===== config.mk =====
export PLATFORM = sky130hd
export DESIGN_NAME = ccs_cmd_seq
export DESIGN_NICKNAME = d
export VERILOG_FILES = /design/src/rtl/ccs_pkg.sv /design/src/rtl/ccs_tx_shift.sv /design/src/rtl/ccs_rx_capture.sv /design/src/rtl/ccs_cmd_seq.sv
export SDC_FILE = /design/constraint.sdc
export NUM_CORES = 1
export LEC_CHECK = 0
export ABC_AREA = 1
export BUFFER_PORTS_ARGS = -buffer_cell sky130_fd_sc_hd__buf_2
export CAP_MARGIN = 0
export CORE_ASPECT_RATIO = 1.1
export CORE_UTILIZATION = 55
export DETAILED_ROUTE_END_ITERATION = 8
export PLACE_DENSITY = 0.84
export REMOVE_ABC_BUFFERS = 1
export SLEW_MARGIN = 20
export SYNTH_ARGS = -nofsm -noshare
export SYNTH_HDL_FRONTEND = slang
export SYNTH_SLANG_ARGS = --single-unit

===== constraint.sdc =====
create_clock -name clk -period 5.5 [get_ports clk]
set_input_delay 0.55 -clock clk [delete_from_list [all_inputs] [get_ports clk]]
set_output_delay 0.55 -clock clk [all_outputs]
set_load 0.02 [all_outputs]

===== src/rtl/ccs_pkg.sv =====
// Shared constants, sequencer state type and frame-building helpers.
// Assumes 48-bit short frames with a 40-bit CRC-covered head.
package ccs_pkg;
    localparam int IDX_W   = 6;
    localparam int ARG_W   = 32;
    localparam int CRC_W   = 7;
    localparam int FRAME_W = 2 + IDX_W + ARG_W + CRC_W + 1;
    localparam int HEAD_W  = 2 + IDX_W + ARG_W;
    localparam int PAT_W   = 5;
    localparam int STS_W   = 4;
    localparam int LEN_W   = $clog2(FRAME_W + 1);
    localparam logic [PAT_W-1:0] DIS_PATTERN = 5'b00001;
    localparam logic [IDX_W-1:0] STOP_IDX    = 6'd12;

    typedef enum logic [2:0] {
        ST_IDLE, ST_HOLD, ST_SEND, ST_RESP, ST_CCSW, ST_CCSD, ST_STOP
    } seq_st_t;

    // CRC7 (x^7+x^3+1) over the frame head, MSB first, zero seed.
    function automatic logic [CRC_W-1:0] crc7_calc(input logic [HEAD_W-1:0] d);
        logic [CRC_W-1:0] c;
        logic fb;
        c = '0;
        for (int i = HEAD_W - 1; i >= 0; i--) begin
            fb = d[i] ^ c[CRC_W-1];
            c  = {c[5:3], c[2] ^ fb, c[1:0], fb};
        end
        return c;
    endfunction

    // Host-to-card frame: start 0, direction 1, index, argument, CRC7, end 1.
    function automatic logic [FRAME_W-1:0] build_frame(input logic [IDX_W-1:0] idx,
                                                       input logic [ARG_W-1:0] arg);
        logic [HEAD_W-1:0] h;
        h = {2'b01, idx, arg};
        return {h, crc7_calc(h), 1'b1};
    endfunction
endpackage


===== src/rtl/ccs_tx_shift.sv =====
// Parallel-load, MSB-first serialiser for the command line.
// Loads a left-aligned vector and a bit count; shifts one bit per clock.
// A load in the last-bit cycle chains the next vector with no gap.
module ccs_tx_shift #(
    parameter int W   = 48,
    parameter int CNT_W = $clog2(W + 1)
) (
    input  logic             clk,
    input  logic             rst_n,
    input  logic             load,
    input  logic [W-1:0]     ld_vec,
    input  logic [CNT_W-1:0] ld_len,
    output logic             ser_out,
    output logic             active,
    output logic             last
);
    logic [W-1:0]     sreg;
    logic [CNT_W-1:0] left;

    // Shift register and remaining-bit counter.
    always_ff @(posedge clk) begin
        if (!rst_n) begin
            sreg   <= '0;
            left   <= '0;
            active <= 1'b0;
        end else if (load) begin
            sreg   <= ld_vec;
            left   <= ld_len;
            active <= 1'b1;
        end else if (active) begin
            sreg <= {sreg[W-2:0], 1'b0};
            left <= left - 1'b1;
            if (left == CNT_W'(1)) active <= 1'b0;
        end
    end

    assign ser_out = sreg[W-1];
    assign last    = active && (left == CNT_W'(1));
endmodule


===== src/rtl/ccs_rx_capture.sv =====
// Short-response capture: while enabled, a low sample begins a W-bit
// frame (start bit included); done pulses one cycle after the last bit.
// Assumes the line idles high once the frame is over.
module ccs_rx_capture #(
    parameter int W = 48,
    parameter int CNT_W = $clog2(W)
) (
    input  logic         clk,
    input  logic         rst_n,
    input  logic         en,
    input  logic         line,
    output logic [W-1:0] frame,
    output logic         done
);
    logic             cap;
    logic [CNT_W-1:0] got;

    // Start detection, bit shifting and end-of-frame pulse.
    always_ff @(posedge clk) begin
        if (!rst_n) begin
            cap   <= 1'b0;
            got   <= '0;
            frame <= '0;
            done  <= 1'b0;
        end else begin
            done <= 1'b0;
            if (cap) begin
                frame <= {frame[W-2:0], line};
                if (got == CNT_W'(W - 1)) begin
                    cap  <= 1'b0;
                    done <= 1'b1;
                end else begin
                    got <= got + 1'b1;
                end
            end else if (en && !line && !done) begin
                frame <= {frame[W-2:0], line};
                got   <= CNT_W'(1);
                cap   <= 1'b1;
            end
        end
    end
endmodule


===== src/rtl/ccs_cmd_seq.sv =====
// Command sequencer with completion-signal handling for CE-ATA block
// commands. Sends a frame, captures the short response, then waits for
// the completion signal or cancels it with the disable pattern and an
// optional internal stop command. Assumes an external pull-up on the line.
module ccs_cmd_seq
    import ccs_pkg::*;
(
    input  logic             clk,
    input  logic             rst_n,
    input  logic             cmd_valid,
    input  logic [IDX_W-1:0] cmd_index,
    input  logic [ARG_W-1:0] cmd_arg,
    input  logic             cmd_wait_prv,
    input  logic             cmd_chk_crc,
    input  logic             cmd_ccs_exp,
    output logic             cmd_accept,
    output logic             busy,
    input  logic             data_done,
    input  logic             ccsd_req,
    input  logic             auto_stop,
    input  logic             cmd_in,
    output logic             cmd_out,
    output logic             cmd_oe,
    input  logic [STS_W-1:0] irq_clr,
    output logic [STS_W-1:0] irq_sts,
    output logic [IDX_W-1:0] resp_index,
    output logic [ARG_W-1:0] resp_arg
);
    seq_st_t              st;
    logic [IDX_W-1:0]     idx_q;
    logic [ARG_W-1:0]     arg_q;
    logic                 chk_q, ccs_q, auto_q, pend_q, dto_q;
    logic                 tx_load, tx_ser, tx_act, tx_last, dto_take;
    logic [FRAME_W-1:0]   tx_vec;
    logic [LEN_W-1:0]     tx_len;
    logic [FRAME_W-1:0]   rx_frame;
    logic                 rx_done, rx_bad, resp_end, dis_take;
    logic [STS_W-1:0]     sts_set;

    assign cmd_accept = cmd_valid && (st == ST_IDLE);
    assign busy       = (st != ST_IDLE);
    assign resp_end   = rx_done && (st == ST_RESP);
    assign rx_bad     = crc7_calc(rx_frame[FRAME_W-1:FRAME_W-HEAD_W]) != rx_frame[CRC_W:1];
    assign dis_take   = (st == ST_CCSW) && pend_q;

    // Choose what the serialiser loads this cycle, if anything.
    always_comb begin
        tx_load  = 1'b0;
        dto_take = 1'b0;
        tx_vec   = build_frame(idx_q, arg_q);
        tx_len   = LEN_W'(FRAME_W);
        unique case (st)
            ST_IDLE: if (cmd_valid && !(cmd_wait_prv && !dto_q)) begin
                tx_load  = 1'b1;
                dto_take = cmd_wait_prv;
                tx_vec   = build_frame(cmd_index, cmd_arg);
            end
            ST_HOLD: if (dto_q) begin
                tx_load  = 1'b1;
                dto_take = 1'b1;
            end
            ST_CCSW: if (pend_q) begin
                tx_load = 1'b1;
                tx_vec  = {DIS_PATTERN, {(FRAME_W-PAT_W){1'b0}}};
                tx_len  = LEN_W'(PAT_W);
            end
            ST_CCSD: if (tx_last && auto_q) begin
                tx_load = 1'b1;
                tx_vec  = build_frame(STOP_IDX, '0);
            end
            default: ;
        endcase
    end

    // Phase sequencing and latching of the command descriptor.
    always_ff @(posedge clk) begin
        if (!rst_n) begin
            st     <= ST_IDLE;
            idx_q  <= '0;
            arg_q  <= '0;
            chk_q  <= 1'b0;
            ccs_q  <= 1'b0;
            auto_q <= 1'b0;
        end else begin
            unique case (st)
                ST_IDLE: if (cmd_valid) begin
                    idx_q <= cmd_index;
                    arg_q <= cmd_arg;
                    chk_q <= cmd_chk_crc;
                    ccs_q <= cmd_ccs_exp;
                    st    <= tx_load ? ST_SEND : ST_HOLD;
                end
                ST_HOLD: if (tx_load) st <= ST_SEND;
                ST_SEND: if (tx_last) st <= ST_RESP;
                ST_RESP: if (rx_done) st <= ccs_q ? ST_CCSW : ST_IDLE;
                ST_CCSW: begin
                    if (pend_q) begin
                        auto_q <= auto_stop;
                        st     <= ST_CCSD;
                    end else if (!cmd_in) begin
                        st <= ST_IDLE;
                    end
                end
                ST_CCSD: if (tx_last) st <= auto_q ? ST_STOP : ST_IDLE;
                ST_STOP: if (tx_last) st <= ST_IDLE;
                default: st <= ST_IDLE;
            endcase
        end
    end

    // Sticky data-done and disable-request flags.
    always_ff @(posedge clk) begin
        if (!rst_n) begin
            dto_q  <= 1'b0;
            pend_q <= 1'b0;
        end else begin
            dto_q  <= data_done | (dto_q & ~dto_take);
            pend_q <= ccsd_req | (pend_q & ~dis_take);
        end
    end

    // Status set terms: resp, CRC error, completion seen, auto-command done.
    always_comb begin
        sts_set[0] = resp_end;
        sts_set[1] = resp_end && chk_q && rx_bad;
        sts_set[2] = (st == ST_CCSW) && !pend_q && !cmd_in;
        sts_set[3] = (st == ST_STOP) && tx_last;
    end

    // Write-1-to-clear status and response field capture.
    always_ff @(posedge clk) begin
        if (!rst_n) begin
            irq_sts    <= '0;
            resp_index <= '0;
            resp_arg   <= '0;
        end else begin
            irq_sts <= (irq_sts & ~irq_clr) | sts_set;
            if (resp_end) begin
                resp_index <= rx_frame[FRAME_W-3 -: IDX_W];
                resp_arg   <= rx_frame[CRC_W+1 +: ARG_W];
            end
        end
    end

    ccs_tx_shift #(.W(FRAME_W), .CNT_W(LEN_W)) u_tx (
        .clk(clk), .rst_n(rst_n), .load(tx_load), .ld_vec(tx_vec), .ld_len(tx_len),
        .ser_out(tx_ser), .active(tx_act), .last(tx_last)
    );

    ccs_rx_capture #(.W(FRAME_W)) u_rx (
        .clk(clk), .rst_n(rst_n), .en(st == ST_RESP), .line(cmd_in),
        .frame(rx_frame), .done(rx_done)
    );

    assign cmd_oe  = tx_act;
    assign cmd_out = tx_act ? tx_ser : 1'b1;
endmodule


; Word level (Yosys, flattened, before mapping)
; Cells that the tools add are included.
[op_classes]
n_addsub = 2
n_eq_ne = 17
n_mux = 42
bitwise_logic = 224
reduce_logical = 28
[op_table]
columns = cell, count
row1 = 1-bit XOR, 211
row2 = 48-bit two-way mux, 4
row3 = 47-bit one-hot mux with 3 select lines, 1
row4 = 46-bit two-way mux, 2
row5 = 47-bit two-way mux, 1
row6 = 6-bit two-way mux, 7
row7 = 3-bit two-way mux, 10
row8 = 3-bit one-hot mux with 7 select lines, 1
row9 = 1-bit logical AND, 14
row10 = "2-bit inequality test, second input constant", 7
row11 = 1-bit two-way mux, 13
row12 = "3-bit == test, second input constant", 3
row13 = 2-bit AND reduction, 4
row14 = 7-bit inequality test, 1
row15 = 7-bit AND reduction, 1
row16 = "6-bit by 1-bit adder with 6-bit output, second input constant", 1
row17 = "3-bit by 2-bit == test with 1-bit output, second input constant", 2
row18 = "6-bit by 1-bit == test with 1-bit output, second input constant", 1
row19 = "6-bit == test, second input constant", 1
row20 = 1-bit NOT, 6
row21 = "6-bit by 1-bit subtractor with 6-bit output, second input constant", 1
row22 = 1-bit zero test, 5
row23 = 4-bit bitwise AND, 1
row24 = 4-bit NOT, 1
row25 = 11 further kinds, 14
[word_totals]
ff_bits = 199
inputBits = 52
output_inout_bits = 46
wordCells = 331

; Logic depth before layout (Yosys ltp)
[logic_depth]
word_depth = 22
ltp_mapped = 32
depth_no_buf = 32

; Cells and area by module
; Synthesis repeated with hierarchy kept, for this count alone.
[unflattened]
hier_cells = 1883
area_unflattened_um2 = 11976.5
[by_module_without_submodules]
columns = mod, n_inst, cells_per_inst, area_per_inst_um2
row1 = ccs_cmd_seq, 1, 1226, 7166.9
row2 = ccs_tx_shift, 1, 387, 2655.0
row3 = ccs_rx_capture, 1, 270, 2154.6

; Worst setup path before layout
; No wires, ideal clock.
[synth_timing]
kind = in2reg
startpoint = input cmd_index[4]
endpoint = register u_tx.sreg[7]
setup_time_ns = 0.109
arrival_ns = 2.691
path_slack_ns = 2.700
cell_stages = 20
path_cell_list = buf_4 > inv_2 > nand2_1 > nand2_1 > xor2_2 > xnor2_2 > xor2_1 > inv_1 > nand2_1 > nand2_1 > nand2_1 > nand2_4 > xor2_4 > xor2_2 > xor2_1 > nand3_1 > nand3_1 > nand3_1 > nand2_1 > inv_1
[synth_via]
elab_chain_cells = 16
[synth_rtl]
columns = item, line
row1 = start: declaration, ccs_cmd_seq.sv:11  ; input logic [IDX_W-1:0] cmd_index,
row2 = 1-bit XOR, ccs_pkg.sv:26  ; c = {c[5:3], c[2] ^ fb, c[1:0], fb};
row3 = 1-bit XOR, ccs_pkg.sv:25  ; fb = d[i] ^ c[CRC_W-1];
row4 = 1-bit XOR, ccs_pkg.sv:26
row5 = 1-bit XOR, ccs_pkg.sv:25
row6 = 1-bit XOR, ccs_pkg.sv:26
row7 = 1-bit XOR, ccs_pkg.sv:25
row8 = 1-bit XOR, ccs_pkg.sv:26
row9 = 1-bit XOR, ccs_pkg.sv:25
row10 = 1-bit XOR, ccs_pkg.sv:26
row11 = 1-bit XOR, ccs_pkg.sv:25
row12 = 1-bit XOR, ccs_pkg.sv:26
row13 = 1-bit XOR, ccs_pkg.sv:25
row14 = 1-bit XOR (*), ccs_pkg.sv:26
row15 = 46-bit two-way mux (*), ccs_cmd_seq.sv:53  ; ST_IDLE: if (cmd_valid && !(cmd_wait_prv && !dto_q)) begin
row16 = 47-bit one-hot mux with 3 select lines (*), ccs_cmd_seq.sv:52  ; unique case (st)
row17 = 48-bit two-way mux (*), ccs_tx_shift.sv:26  ; end else if (load) begin
row18 = end signal: assignment, ccs_tx_shift.sv:27  ; sreg <= ld_vec;
row19 = end signal: assignment, ccs_tx_shift.sv:31  ; sreg <= {sreg[W-2:0], 1'b0};
row20 = end: declaration, ccs_tx_shift.sv:17  ; logic [W-1:0] sreg;
; Every way passes the cells marked *; elsewhere a longest branch is shown, timed or not.
; A chain may end at the register's enable or synchronous reset.

; Worst setup path in the final report
[layout_timing]
startpoint = register u_tx.active
endpoint = register u_tx.left[2]
[layout_via]
elab_chain_cells = 5
[layout_rtl]
columns = item, line
row1 = start: declaration, ccs_tx_shift.sv:14  ; output logic active,
row2 = start signal: assignment, ccs_tx_shift.sv:25  ; active <= 1'b0;
row3 = start signal: assignment, ccs_tx_shift.sv:29  ; active <= 1'b1;
row4 = start signal: assignment, ccs_tx_shift.sv:33  ; if (left == CNT_W'(1)) active <= 1'b0;
row5 = 1-bit logical AND, ccs_tx_shift.sv:38  ; assign last = active && (left == CNT_W'(1));
row6 = 1-bit logical AND, ccs_cmd_seq.sv:67  ; ST_CCSD: if (tx_last && auto_q) begin
row7 = 1-bit two-way mux, ccs_cmd_seq.sv:67
row8 = 1-bit one-hot mux with 4 select lines, ccs_cmd_seq.sv:52
row9 = 6-bit two-way mux or 2-bit nonzero test (tied branches), --
row10 = end signal: assignment, ccs_tx_shift.sv:28  ; left <= ld_len;
row11 = end signal: assignment, ccs_tx_shift.sv:32  ; left <= left - 1'b1;
row12 = end: declaration, ccs_tx_shift.sv:18  ; logic [CNT_W-1:0] left;
; Parallel ways exist; a longest one is shown, timed or not.

==> impl_metrics.toml <==
[cts]
htree_levels = 4
cts_resized = 0
cts_buffers = 17
cts-root-buf = "clkbuf_16"
postCtsSetupBuffers = 0
clock_sinks = 199
tritoncts = "done"
cts_buffer_depth = 2
ctsHoldBuffers = 0
cts.reportedPaths.clkPinSlew_ns = 0.07
clock_latency_ns = 0.44

[synth]
synth_enable_flop_cells = 0
synth.most_common_cell = "nand2_1"
synth.distinct_cells = 43
ys_ff_latch = 199
synth_ff_type = "dfxtp_1"
ys_top_cells_by_count = "nand2_1 (510), dfxtp_1 (199), nand3_1 (184), inv_1 (177), a21oi_1 (146)"
syn_area_um2 = 11500
async_reset_ff_share_pct = 0
synth_warnings = 0
syn_inst = 1721
synth_area_leader_cell = "dfxtp_1"
synth.avg_cell_area_um2 = 6.70
synth.top_cells.by_area = "dfxtp_1 (35%), nand2_1 (17%), nand3_1 (8.0%)"
synth_top_area_share_pct = 34.5
synth.yosys.seq_area_share_pct = 34.5

[route]
num_vias = 11620
drt_iter0_markers = 1124
dr.pass1.iters = 6
drt-wirelength-per-cell_um = 14.9
drc_errors = 0
ant_nets = 0
wirelength_um = 30400
vias_per_cell = 5.70

[finish]
utilization_pct = 61.7
antenna-diode-count = 0
nNetsFinal = 1825
final_area_um2 = 12700
layout-drive-gt1-share_pct = 11.6
syn_to_final_growth_pct = 10.1

[placement]
dp_hpwl_um = 21200
port_buffers = 97
place_congestion = 0.977
dpl_cell_area_um2 = 12100

[worst_setup_path]
critPathMaxFanout = 34
slowest_delay_ns = 0.80
crit_slowest_cell = "nor2_1"
start_kind = "register"
critPathKind = "reg2reg"
cp.arrival_ns = 4.26
end_kind = "register"
crit_chain = "inv_2 -> nor2_1 -> nand2_1 -> nand2_1 -> nor3_2 -> inv_1 -> nor2_1 -> clkinv_1 -> nand2_1 -> inv_1 -> o21ai_0 -> a21oi_1"
worstPathRequired_ns = 5.79
crit_top_cell = "nand2_1"

[global_route]
grt_pass1_vias = 10829
grt_max_degree = 107
globalRouteTotalUtil_pct = 28.6
grt_pass1_wl_um = 50400
antenna_found_initial = 0
grt.overflow.total = 0

[timing]
fin_crit_ns = 3.97
maxSlewHeadroom_pct = 31.8
finalSetupViolations = 0
fmax_mhz = 252
worstMarginPinSlew_ns = 1.02
finalCritPeriodShare_pct = 72.2
hold-worst-slack_ns = 0.344
skew_ns = 0.0108
rsz0062_at_grt = "false"
drv_slew = 0
hold_viol = 0

[floorplanning]
ios = 98
row_count = 55
die_x_um = 140
die_h_um = 154
core_um2 = 20600
start_util_pct = 56.1
design.die.area_um2 = 21600

[hold_path]
hp-class = "in2reg"

[run]
max_cap_violations = 0

[outcome]
status = "finished, final reports clean"
[metrics by stage]
step,setup TNS (ns),std cells,setup WS [ns]
final,0,2039,1.53
after global routing,0,2039,1.13
after CTS,0,2039,1.59
after detailed placement,0,2007,1.52
after global placement,0,2007,1.67
after floorplan,-62.63,1643,-2.54
[sequential cells by signal, indices dropped and copies added (netlist names)]
register and flops:
u_rx.frame 48, auto_q 1, resp_index 6, u_tx.left 6
irq_sts 4, dto_q 1, arg_q 32, u_rx.got 6
st 3, u_tx.active 1, chk_q 1, ccs_q 1
u_tx.sreg 48, pend_q 1, u_rx.cap 1, u_rx.done 1
resp_arg 32, idx_q 6
[worst max-delay path, delay by kind of cell (launching register included)]
family / cells / cell delay, ns
and+or+nand+nor: 6 / 1.73
buffers and inverters: 4 / 1.61
AOI/OAI and AO/OA: 2 / 0.16
DFF: 1 / 0.32
[layout by cell type (no fill, tap or decap), drive strengths merged, types with 3 or more instances in the layout]
cell type / Yosys / layout
a21oi: 147 / 147
clkinv: 2 / 6
o21ai: 124 / 124
a221oi: 27 / 27
nor2: 62 / 62
xor2: 62 / 62
nand4: 7 / 7
or2: 4 / 4
dfxtp: 199 / 199
buf: 11 / 108
a31oi: 18 / 18
nand3b: 6 / 6
a22oi: 3 / 3
xnor2: 27 / 27
nand3: 191 / 191
nand2: 533 / 533
a311oi: 26 / 26
inv: 185 / 189
ha: 3 / 3
clkbuf: 67 / 20
nor3: 9 / 9
[kinds of logic after synthesis]
logic type | after synthesis | synth area share, %
AND/OR/NAND/NOR | 815 | 30.1
AO/OA/AOI/OAI | 349 | 17.3
buffers and inverters | 265 | 9.00
flip-flops | 199 | 34.5
XOR/XNOR | 89 | 8.64
adder cells (fa/ha/maj) | 3 | 0.325
multiplexers | 1 | 0.0868
[cell type report]
class | count | area, um^2
Inverter | 187 | 702
Tap cell | 256 | 320
Timing Repair Buffer | 108 | 568
Clock inverter | 12 | 140
Multi-Input combinational cell | 1257 | 6540
Clock buffer | 20 | 447
Fill cell | 1820 | 7880
Sequential cell | 199 | 3980
[path summary, 6_finish.rpt]
kind / from / endpoint / slack, ns / depth (start not counted)
setup / recovery: u_tx.active / u_tx.left[2] / 1.53 / 12
hold / removal: data_done / dto_q / 0.34 / 3
setup reg to reg: u_tx.active / u_tx.left[2] / 1.53 / 12
hold reg to reg: resp_arg[25] / resp_arg[25] / 0.46 / 2
[per-layer routing]
layer | GRT usage (%) | share of wire, %
met5 | 0 | 0
met4 | 16.0 | 4.2
met3 | 3.86 | 5.4
met2 | 49.6 | 48
met1 | 34.1 | 42
Power is left out: the tool's default activity adds up to more than one toggle a clock period on the data nets, which glitch-free logic cannot reach.
